$ cat src/rtl/burst_sram_pkg.sv
package burst_sram_pkg;

    localparam int unsigned LANES   = 4;
    localparam int unsigned BURST_W = 2;

    typedef enum logic [1:0] {
        OP_IDLE  = 2'd0,
        OP_READ  = 2'd1,
        OP_WRITE = 2'd2
    } op_e;

    typedef struct packed {
        logic               active;
        logic [BURST_W-1:0] cnt;
    } burst_t;

    // low address bits of a beat
    function automatic logic [BURST_W-1:0] burst_offset(
        input logic [BURST_W-1:0] start,
        input logic [BURST_W-1:0] cnt,
        input logic               ilv
    );
        logic [BURST_W-1:0] sum;
        sum = start + cnt;
        return ilv ? (start ^ cnt) : sum;
    endfunction

    // lanes touched by a write
    function automatic logic [LANES-1:0] lane_mask(
        input logic             all_n,
        input logic             lane_n,
        input logic [LANES-1:0] sel_n
    );
        if (!all_n)
            return '1;
        else if (!lane_n)
            return ~sel_n;
        else
            return '0;
    endfunction

endpackage

$ cat src/rtl/bsr_ctrl.sv
module bsr_ctrl
    import burst_sram_pkg::*;
#(
    parameter int unsigned ADDR_W = 4
) (
    input  logic              clk,
    input  logic              rst,
    input  logic              sel_n0,
    input  logic              sel_1,
    input  logic              sel_n2,
    input  logic              strb_cpu_n,
    input  logic              strb_ctl_n,
    input  logic              step_n,
    input  logic              all_wr_n,
    input  logic              lane_wr_n,
    input  logic [LANES-1:0]  lane_sel_n,
    input  logic              order_ilv,
    input  logic              snooze,
    input  logic [ADDR_W-1:0] addr,
    output op_e               acc_op,
    output logic [ADDR_W-1:0] acc_addr,
    output logic [LANES-1:0]  acc_lanes
);

    burst_t            cur, nxt;
    logic [ADDR_W-1:0] base, nxt_base;
    logic              selected, any_strb, wr_req;

    assign selected = !sel_n0 && sel_1 && !sel_n2;
    assign any_strb = !strb_cpu_n || !strb_ctl_n;
    assign wr_req   = !all_wr_n || !lane_wr_n;

    always_comb begin
        nxt      = cur;
        nxt_base = base;
        acc_op   = OP_IDLE;
        if (snooze) begin
            nxt.active = 1'b0;
        end else if (any_strb) begin
            if (selected) begin
                nxt.active = 1'b1;
                nxt.cnt    = '0;
                nxt_base   = addr;
                acc_op     = (!strb_cpu_n || !wr_req) ? OP_READ : OP_WRITE;
            end else begin
                nxt.active = 1'b0;
            end
        end else if (cur.active) begin
            if (!step_n)
                nxt.cnt = cur.cnt + 1'b1;
            acc_op = wr_req ? OP_WRITE : OP_READ;
        end
    end

    assign acc_addr  = {nxt_base[ADDR_W-1:BURST_W],
                        burst_offset(nxt_base[BURST_W-1:0], nxt.cnt, order_ilv)};
    assign acc_lanes = (acc_op == OP_WRITE) ?
                       lane_mask(all_wr_n, lane_wr_n, lane_sel_n) : '0;

    always_ff @(posedge clk) begin
        if (rst) begin
            cur  <= '0;
            base <= '0;
        end else begin
            cur  <= nxt;
            base <= nxt_base;
        end
    end

    // a step advances the count by one, modulo four
    assert_burst_step_R4: assert property (@(posedge clk) disable iff (rst)
        (cur.active && !snooze && !any_strb && !step_n)
        |=> (cur.cnt == $past(cur.cnt) + 2'd1));

    // hold keeps the beat address
    assert_burst_hold_R4: assert property (@(posedge clk) disable iff (rst)
        (cur.active && !snooze && !any_strb && step_n)
        |=> ($stable(cur.cnt) && $stable(base)));

    // a selected strobe loads the address and clears the count
    assert_capture_R2: assert property (@(posedge clk) disable iff (rst)
        (!snooze && any_strb && selected)
        |=> (cur.active && base == $past(addr) && cur.cnt == 2'd0));

    // a strobe without selection ends the burst
    assert_deselect_ends_R1: assert property (@(posedge clk) disable iff (rst)
        (!snooze && any_strb && !selected) |=> !cur.active);

    // snooze ends the burst
    assert_snooze_ends_R11: assert property (@(posedge clk) disable iff (rst)
        snooze |=> !cur.active);

endmodule

$ cat src/rtl/bsr_lane.sv
module bsr_lane #(
    parameter int unsigned ADDR_W = 4,
    parameter int unsigned LANE_W = 8
) (
    input  logic              clk,
    input  logic              we,
    input  logic              re,
    input  logic [ADDR_W-1:0] addr,
    input  logic [LANE_W-1:0] wdata,
    output logic [LANE_W-1:0] rdata
);

    localparam int unsigned DEPTH = 1 << ADDR_W;

    logic [LANE_W-1:0] cells [DEPTH];

    always_ff @(posedge clk) begin
        if (we)
            cells[addr] <= wdata;
        if (re)
            rdata <= cells[addr];
    end

endmodule

$ cat src/rtl/bsr_array.sv
module bsr_array
    import burst_sram_pkg::*;
#(
    parameter int unsigned ADDR_W = 4,
    parameter int unsigned LANE_W = 8
) (
    input  logic                    clk,
    input  logic                    rst,
    input  op_e                     acc_op,
    input  logic [ADDR_W-1:0]       acc_addr,
    input  logic [LANES-1:0]        acc_lanes,
    input  logic [LANES*LANE_W-1:0] wdata,
    output logic                    rd_valid,
    output logic [LANES*LANE_W-1:0] rd_data
);

    logic do_read;
    assign do_read = (acc_op == OP_READ);

    for (genvar i = 0; i < LANES; i++) begin : g_lane
        bsr_lane #(
            .ADDR_W(ADDR_W),
            .LANE_W(LANE_W)
        ) u_lane (
            .clk  (clk),
            .we   ((acc_op == OP_WRITE) && acc_lanes[i]),
            .re   (do_read),
            .addr (acc_addr),
            .wdata(wdata[i*LANE_W +: LANE_W]),
            .rdata(rd_data[i*LANE_W +: LANE_W])
        );
    end

    always_ff @(posedge clk) begin
        if (rst)
            rd_valid <= 1'b0;
        else
            rd_valid <= do_read;
    end

    // a read fills the array stage on the next cycle
    assert_read_fills_R7: assert property (@(posedge clk) disable iff (rst)
        (acc_op == OP_READ) |=> rd_valid);

    // a write beat puts nothing in the read path
    assert_write_quiet_R9: assert property (@(posedge clk) disable iff (rst)
        (acc_op == OP_WRITE) |=> !rd_valid);

endmodule

$ cat src/rtl/bsr_outpipe.sv
module bsr_outpipe #(
    parameter int unsigned WORD_W = 32
) (
    input  logic              clk,
    input  logic              rst,
    input  logic              in_valid,
    input  logic [WORD_W-1:0] in_data,
    input  logic              out_en_n,
    output logic [WORD_W-1:0] dq_out,
    output logic              dq_en
);

    logic              out_valid;
    logic [WORD_W-1:0] out_data;

    always_ff @(posedge clk) begin
        if (rst) begin
            out_valid <= 1'b0;
            out_data  <= '0;
        end else begin
            out_valid <= in_valid;
            if (in_valid)
                out_data <= in_data;
        end
    end

    assign dq_en  = out_valid && !out_en_n;
    assign dq_out = dq_en ? out_data : '0;

    // an empty array stage turns the bus off one edge later
    assert_second_edge_off_R8: assert property (@(posedge clk) disable iff (rst)
        !in_valid |=> !dq_en);

    // the output stage presents the word held in the array stage
    assert_word_forward_R7: assert property (@(posedge clk) disable iff (rst)
        in_valid |=> (out_data == $past(in_data)));

endmodule

$ cat src/rtl/burst_sram.sv
module burst_sram
    import burst_sram_pkg::*;
#(
    parameter int unsigned ADDR_W = 4,
    parameter int unsigned LANE_W = 8
) (
    input  logic                    clk,
    input  logic                    rst,
    input  logic                    sel_n0,
    input  logic                    sel_1,
    input  logic                    sel_n2,
    input  logic                    strb_cpu_n,
    input  logic                    strb_ctl_n,
    input  logic                    step_n,
    input  logic                    all_wr_n,
    input  logic                    lane_wr_n,
    input  logic [3:0]              lane_sel_n,
    input  logic                    order_ilv,
    input  logic                    snooze,
    input  logic                    out_en_n,
    input  logic [ADDR_W-1:0]       addr,
    input  logic [4*LANE_W-1:0]     wdata,
    output logic [4*LANE_W-1:0]     dq_out,
    output logic                    dq_en
);

    localparam int unsigned WORD_W = LANES * LANE_W;

    op_e               acc_op;
    logic [ADDR_W-1:0] acc_addr;
    logic [LANES-1:0]  acc_lanes;
    logic              rd_valid;
    logic [WORD_W-1:0] rd_data;

    bsr_ctrl #(.ADDR_W(ADDR_W)) u_ctrl (
        .clk       (clk),
        .rst       (rst),
        .sel_n0    (sel_n0),
        .sel_1     (sel_1),
        .sel_n2    (sel_n2),
        .strb_cpu_n(strb_cpu_n),
        .strb_ctl_n(strb_ctl_n),
        .step_n    (step_n),
        .all_wr_n  (all_wr_n),
        .lane_wr_n (lane_wr_n),
        .lane_sel_n(lane_sel_n),
        .order_ilv (order_ilv),
        .snooze    (snooze),
        .addr      (addr),
        .acc_op    (acc_op),
        .acc_addr  (acc_addr),
        .acc_lanes (acc_lanes)
    );

    bsr_array #(.ADDR_W(ADDR_W), .LANE_W(LANE_W)) u_array (
        .clk      (clk),
        .rst      (rst),
        .acc_op   (acc_op),
        .acc_addr (acc_addr),
        .acc_lanes(acc_lanes),
        .wdata    (wdata),
        .rd_valid (rd_valid),
        .rd_data  (rd_data)
    );

    bsr_outpipe #(.WORD_W(WORD_W)) u_out (
        .clk     (clk),
        .rst     (rst),
        .in_valid(rd_valid),
        .in_data (rd_data),
        .out_en_n(out_en_n),
        .dq_out  (dq_out),
        .dq_en   (dq_en)
    );

endmodule

$ cat config.mk
export PLATFORM = sky130hd
export DESIGN_NAME = burst_sram
export DESIGN_NICKNAME = d
export VERILOG_FILES = /design/src/rtl/burst_sram_pkg.sv /design/src/rtl/bsr_ctrl.sv /design/src/rtl/bsr_lane.sv /design/src/rtl/bsr_array.sv /design/src/rtl/bsr_outpipe.sv /design/src/rtl/burst_sram.sv
export SDC_FILE = /design/constraint.sdc
export NUM_CORES = 1
export LEC_CHECK = 0
export BUFFER_PORTS_ARGS = -buffer_cell sky130_fd_sc_hd__buf_2
export CAP_MARGIN = 15
export CORE_UTILIZATION = 63
export CTS_BUF_LIST = sky130_fd_sc_hd__clkbuf_16
export DETAILED_ROUTE_END_ITERATION = 12
export PLACE_DENSITY = 0.81
export SLEW_MARGIN = 20
export SYNTH_ARGS = -nofsm -noshare
export SYNTH_HDL_FRONTEND = slang
export SYNTH_SLANG_ARGS = --single-unit
$ cat constraint.sdc
create_clock -name clk -period 8.8 [get_ports clk]
set_clock_uncertainty 0.1 [all_clocks]
set_input_delay 0 -clock clk [delete_from_list [all_inputs] [get_ports clk]]
set_output_delay 0 -clock clk [all_outputs]
set_load 0.1 [all_outputs]
==> reports/results.txt <==
Status: complete, no violations
Flop-to-flop setup slack: 3.66 ns
Routed length per instance: 24.8 um
Top cell type's share of synthesized area: 68.5%
Area Growth Syn to Fin: 12.9%
Hold Path Origin: sel_n0
Fmax: 195 MHz
Fin. Hold Viols: 0
Pleak: 8.91 nW
Largest area contributor in the netlist: edfxtp_1
# Post-CTS Setup Buffers: 0
CTS Sinks: 585
Placement Cell Area: 0.0247 sq mm
Synth Instances: 1647
Most common cell in the netlist: edfxtp_1
Final HPWL DP: 33600 um
PortBufs: 85
Post-synth EDFFs: 544
Vias in the first global route: 14500
Num CTS Buffers: 55
CP arrival: 5.23 ns
Register area: 0.0172 sq mm
Pwr per Cell Area: 203 mW/mm^2
Worst hold stages: 5
First-pass GRT wire length: 84900 um
CP peak stage delay: 1.04 ns
FILL cells: 2281
CP endpoint kind: flop
Nets: 1813
Worst Setup Path Type: flop to flop
Seq/Total Area, Yosys: 71.9%
Synth async-reset ratio: 0%
CORE AREA: 0.0370 sq mm
Final core occ: 72.9%
WHS Endpoint: u_ctrl.base[1]
Die Wd: 197 um
Primary FF master, synth: edfxtp_1
Worst-margin pin slew: 1.17 ns
Final setup viols: 0
First-pass detailed-route iteration total: 6
Placed insts: 2155
Clk buf depth: 3
DRC Markers: 0
Share of layout cells above drive strength 1: 16.0%
CTS tree: done
Buf/Inv on CP: 1
Critical Path Source Type: flop
Tcrit/Tclk final: 58.4%
Number of max-cap violations: 0
Post-route non-filler standard cell count: 2305
Worst path most repeated cell: o211ai_1
Pin count of the biggest net entering global routing: 131
CTS root buffer: clkbuf_16
Reg2reg end: u_array.g_lane[3].u_lane.cells[1][6]
Final instance area: 0.0269 sq mm
Top cells by instance count after synthesis: edfxtp_1, nor2_1, nand2_1
Initial antenna violation count: 0
Die footprint: 0.0386 sq mm
Synthesis Warnings: 0
Worst Hold Class: input port to flop
Drt total wl: 57200 um
RSZ-0062 raised after global routing: false
Min Tclk post-route: 5.14 ns
I/O Pins: 86
Vias: 14700
# rows: 70
Clock slew at reported path FFs: 0.06 ns
Post-route ant nets: 0
CP max stage cell: nor2_1
Kind of cell adding the most delay to the critical path: simple AND/OR/NAND/NOR gates
FF+latch count, synth: 585
Yosys cell types: 60
Max-slew violations: 0
Ranking of synthesized cells by area: edfxtp_1, mux2i_1, nor2_1, dfxtp_1, mux2_2
CP Data Required Time: 8.90 ns
Crit-path cells: nand3_1, or3_1, o21ai_0, ha_2, nor2b_1, o211ai_1, o211ai_1, buf_4, nand2_1, nor2_1
VDD IR-drop max: 145 uV
Multi-input gate area: 0.00630 sq mm
Worst skew pair latency: 0.59 ns
Initial DRC Count: 1654
Initial Utilization: 64.5%
Vias per cell: 6.40
Worst slew margin: 21.4%
Setup_tns: 0 ns
Net Count, Synth: 1701
Post-synthesis cell area: 0.0238 sq mm
Syn avg cell area: 14.5 sq um
Die span in y: 197 um
R2r startpoint: u_ctrl.cur[2]
Total GRT Usage: 29.9%
Crit-path max FO: 70
Gpl congestion: 0.861
R2R cell count: 10
ANT cells: 0
H-tree depth: 2
GRT overflow: 0
-- kinds of logic after synthesis --
family | count (synthesis) | share of synthesized area, %
flops | 585 | 71.9
buf+inv | 113 | 2.10
xor+xnor | 2 | 0.0735
simple gates | 530 | 9.95
mux | 189 | 8.36
compound gates | 227 | 7.53
fa+ha+maj | 1 | 0.0525
-- worst min-delay path, cell delays in order --
cell,delay (ns)
buf_2,0.09
nor3b_2,0.07
and4b_1,0.33
a21oi_1,0.17
nor2_1,0.04
-- cell type report --
type	instances	area share, %
Sequential cell	585	63.7
Inverter	15	0.209
Timing Repair Buffer	153	4.07
Clock inverter	42	0.980
Multi-Input combinational cell	949	23.4
Tap cell	504	2.34
Clock buffer	57	5.30
-- power breakdown --
part           leakage (nW)  internal [W]  switching (W)  total, W
logic                  2.81     0.0000631       0.000124  0.000187
clock network         0.880       0.00125       0.000988   0.00224
registers              5.22       0.00304     0.00000355   0.00305
total                  8.91       0.00436        0.00112   0.00547
-- metrics by stage --
stage / total power (W) / worst slack, ns / hold WS, ns
final: 0.00547 / 3.66 / 0.0920
after detailed placement: 0.00327 / 3.81 / 0.192
after global routing: 0.00560 / 3.44 / 0.162
after global placement: 0.00327 / 3.86 / 0.180
after CTS: 0.00548 / 3.77 / 0.0354
after floorplan: 0.00319 / 5.22 / -0.0284
-- metal layers --
metal  part of all wire [%]  global-route usage [%]  up-vias
met2                     47                    47.0      935
li1                       -                       -     6449
met4                    3.0                    12.0        0
met1                     39                    40.3     7236
met5                      0                       0        -
met3                     11                    7.51      129
-- worst max path at each step --
stage             startpoint                                   end  slack (ns)  cells past startpoint
6_report       u_ctrl.cur[2]  u_array.g_lane[3].u_lane.cells[1][6]        3.66                     10
3_3_place_gp   u_ctrl.cur[2]  u_array.g_lane[0].u_lane.cells[2][3]        3.86                      9
5_1_grt        u_ctrl.cur[2]  u_array.g_lane[3].u_lane.cells[1][5]        3.44                     10
4_1_cts        u_ctrl.cur[2]  u_array.g_lane[0].u_lane.cells[1][6]        3.77                     10
2_1_floorplan  u_ctrl.cur[2]  u_array.g_lane[0].u_lane.cells[3][0]        5.22                     10
3_5_place_dp   u_ctrl.cur[2]  u_array.g_lane[0].u_lane.cells[1][1]        3.81                     10
-- sequential cells by signal (all words and copies together), names as in the netlist --
| register | flops |
|---|---|
| u_ctrl.base | 4 |
| u_array.rd_valid | 1 |
| u_array.g_lane.u_lane.cells | 512 |
| u_array.g_lane.u_lane.rdata | 32 |
| u_ctrl.cur | 3 |
| u_out.out_valid | 1 |
| u_out.out_data | 32 |
-- cell usage in the layout, fill, tap and decap left out, types with 23 or more instances in the layout --
| cell type | count |
|---|---|
| mux2_2 | 48 |
| a31oi_1 | 32 |
| mux2i_1 | 114 |
| edfxtp_1 | 544 |
| clkbuf_16 | 57 |
| and2_1 | 32 |
| buf_2 | 85 |
| dlygate4sd3_1 | 51 |
| nor2_1 | 256 |
| o21ai_0 | 24 |
| dfxtp_1 | 40 |
| nand2_1 | 123 |
| a22oi_1 | 31 |
| a211oi_1 | 33 |
| a21oi_1 | 23 |
| inv_1 | 30 |
| nor3_1 | 24 |
| mux2_1 | 25 |
-- what timing repair did --
| action | CTS | global route |
|---|---|---|
| hold buffers | 51 | 0 |
| resized for setup | 0 | 0 |
| endpoints found under the setup margin | 0 | 0 |
| endpoints found under the hold margin | 554 | 0 |
Note: power is estimated with default switching activity, not from simulation.
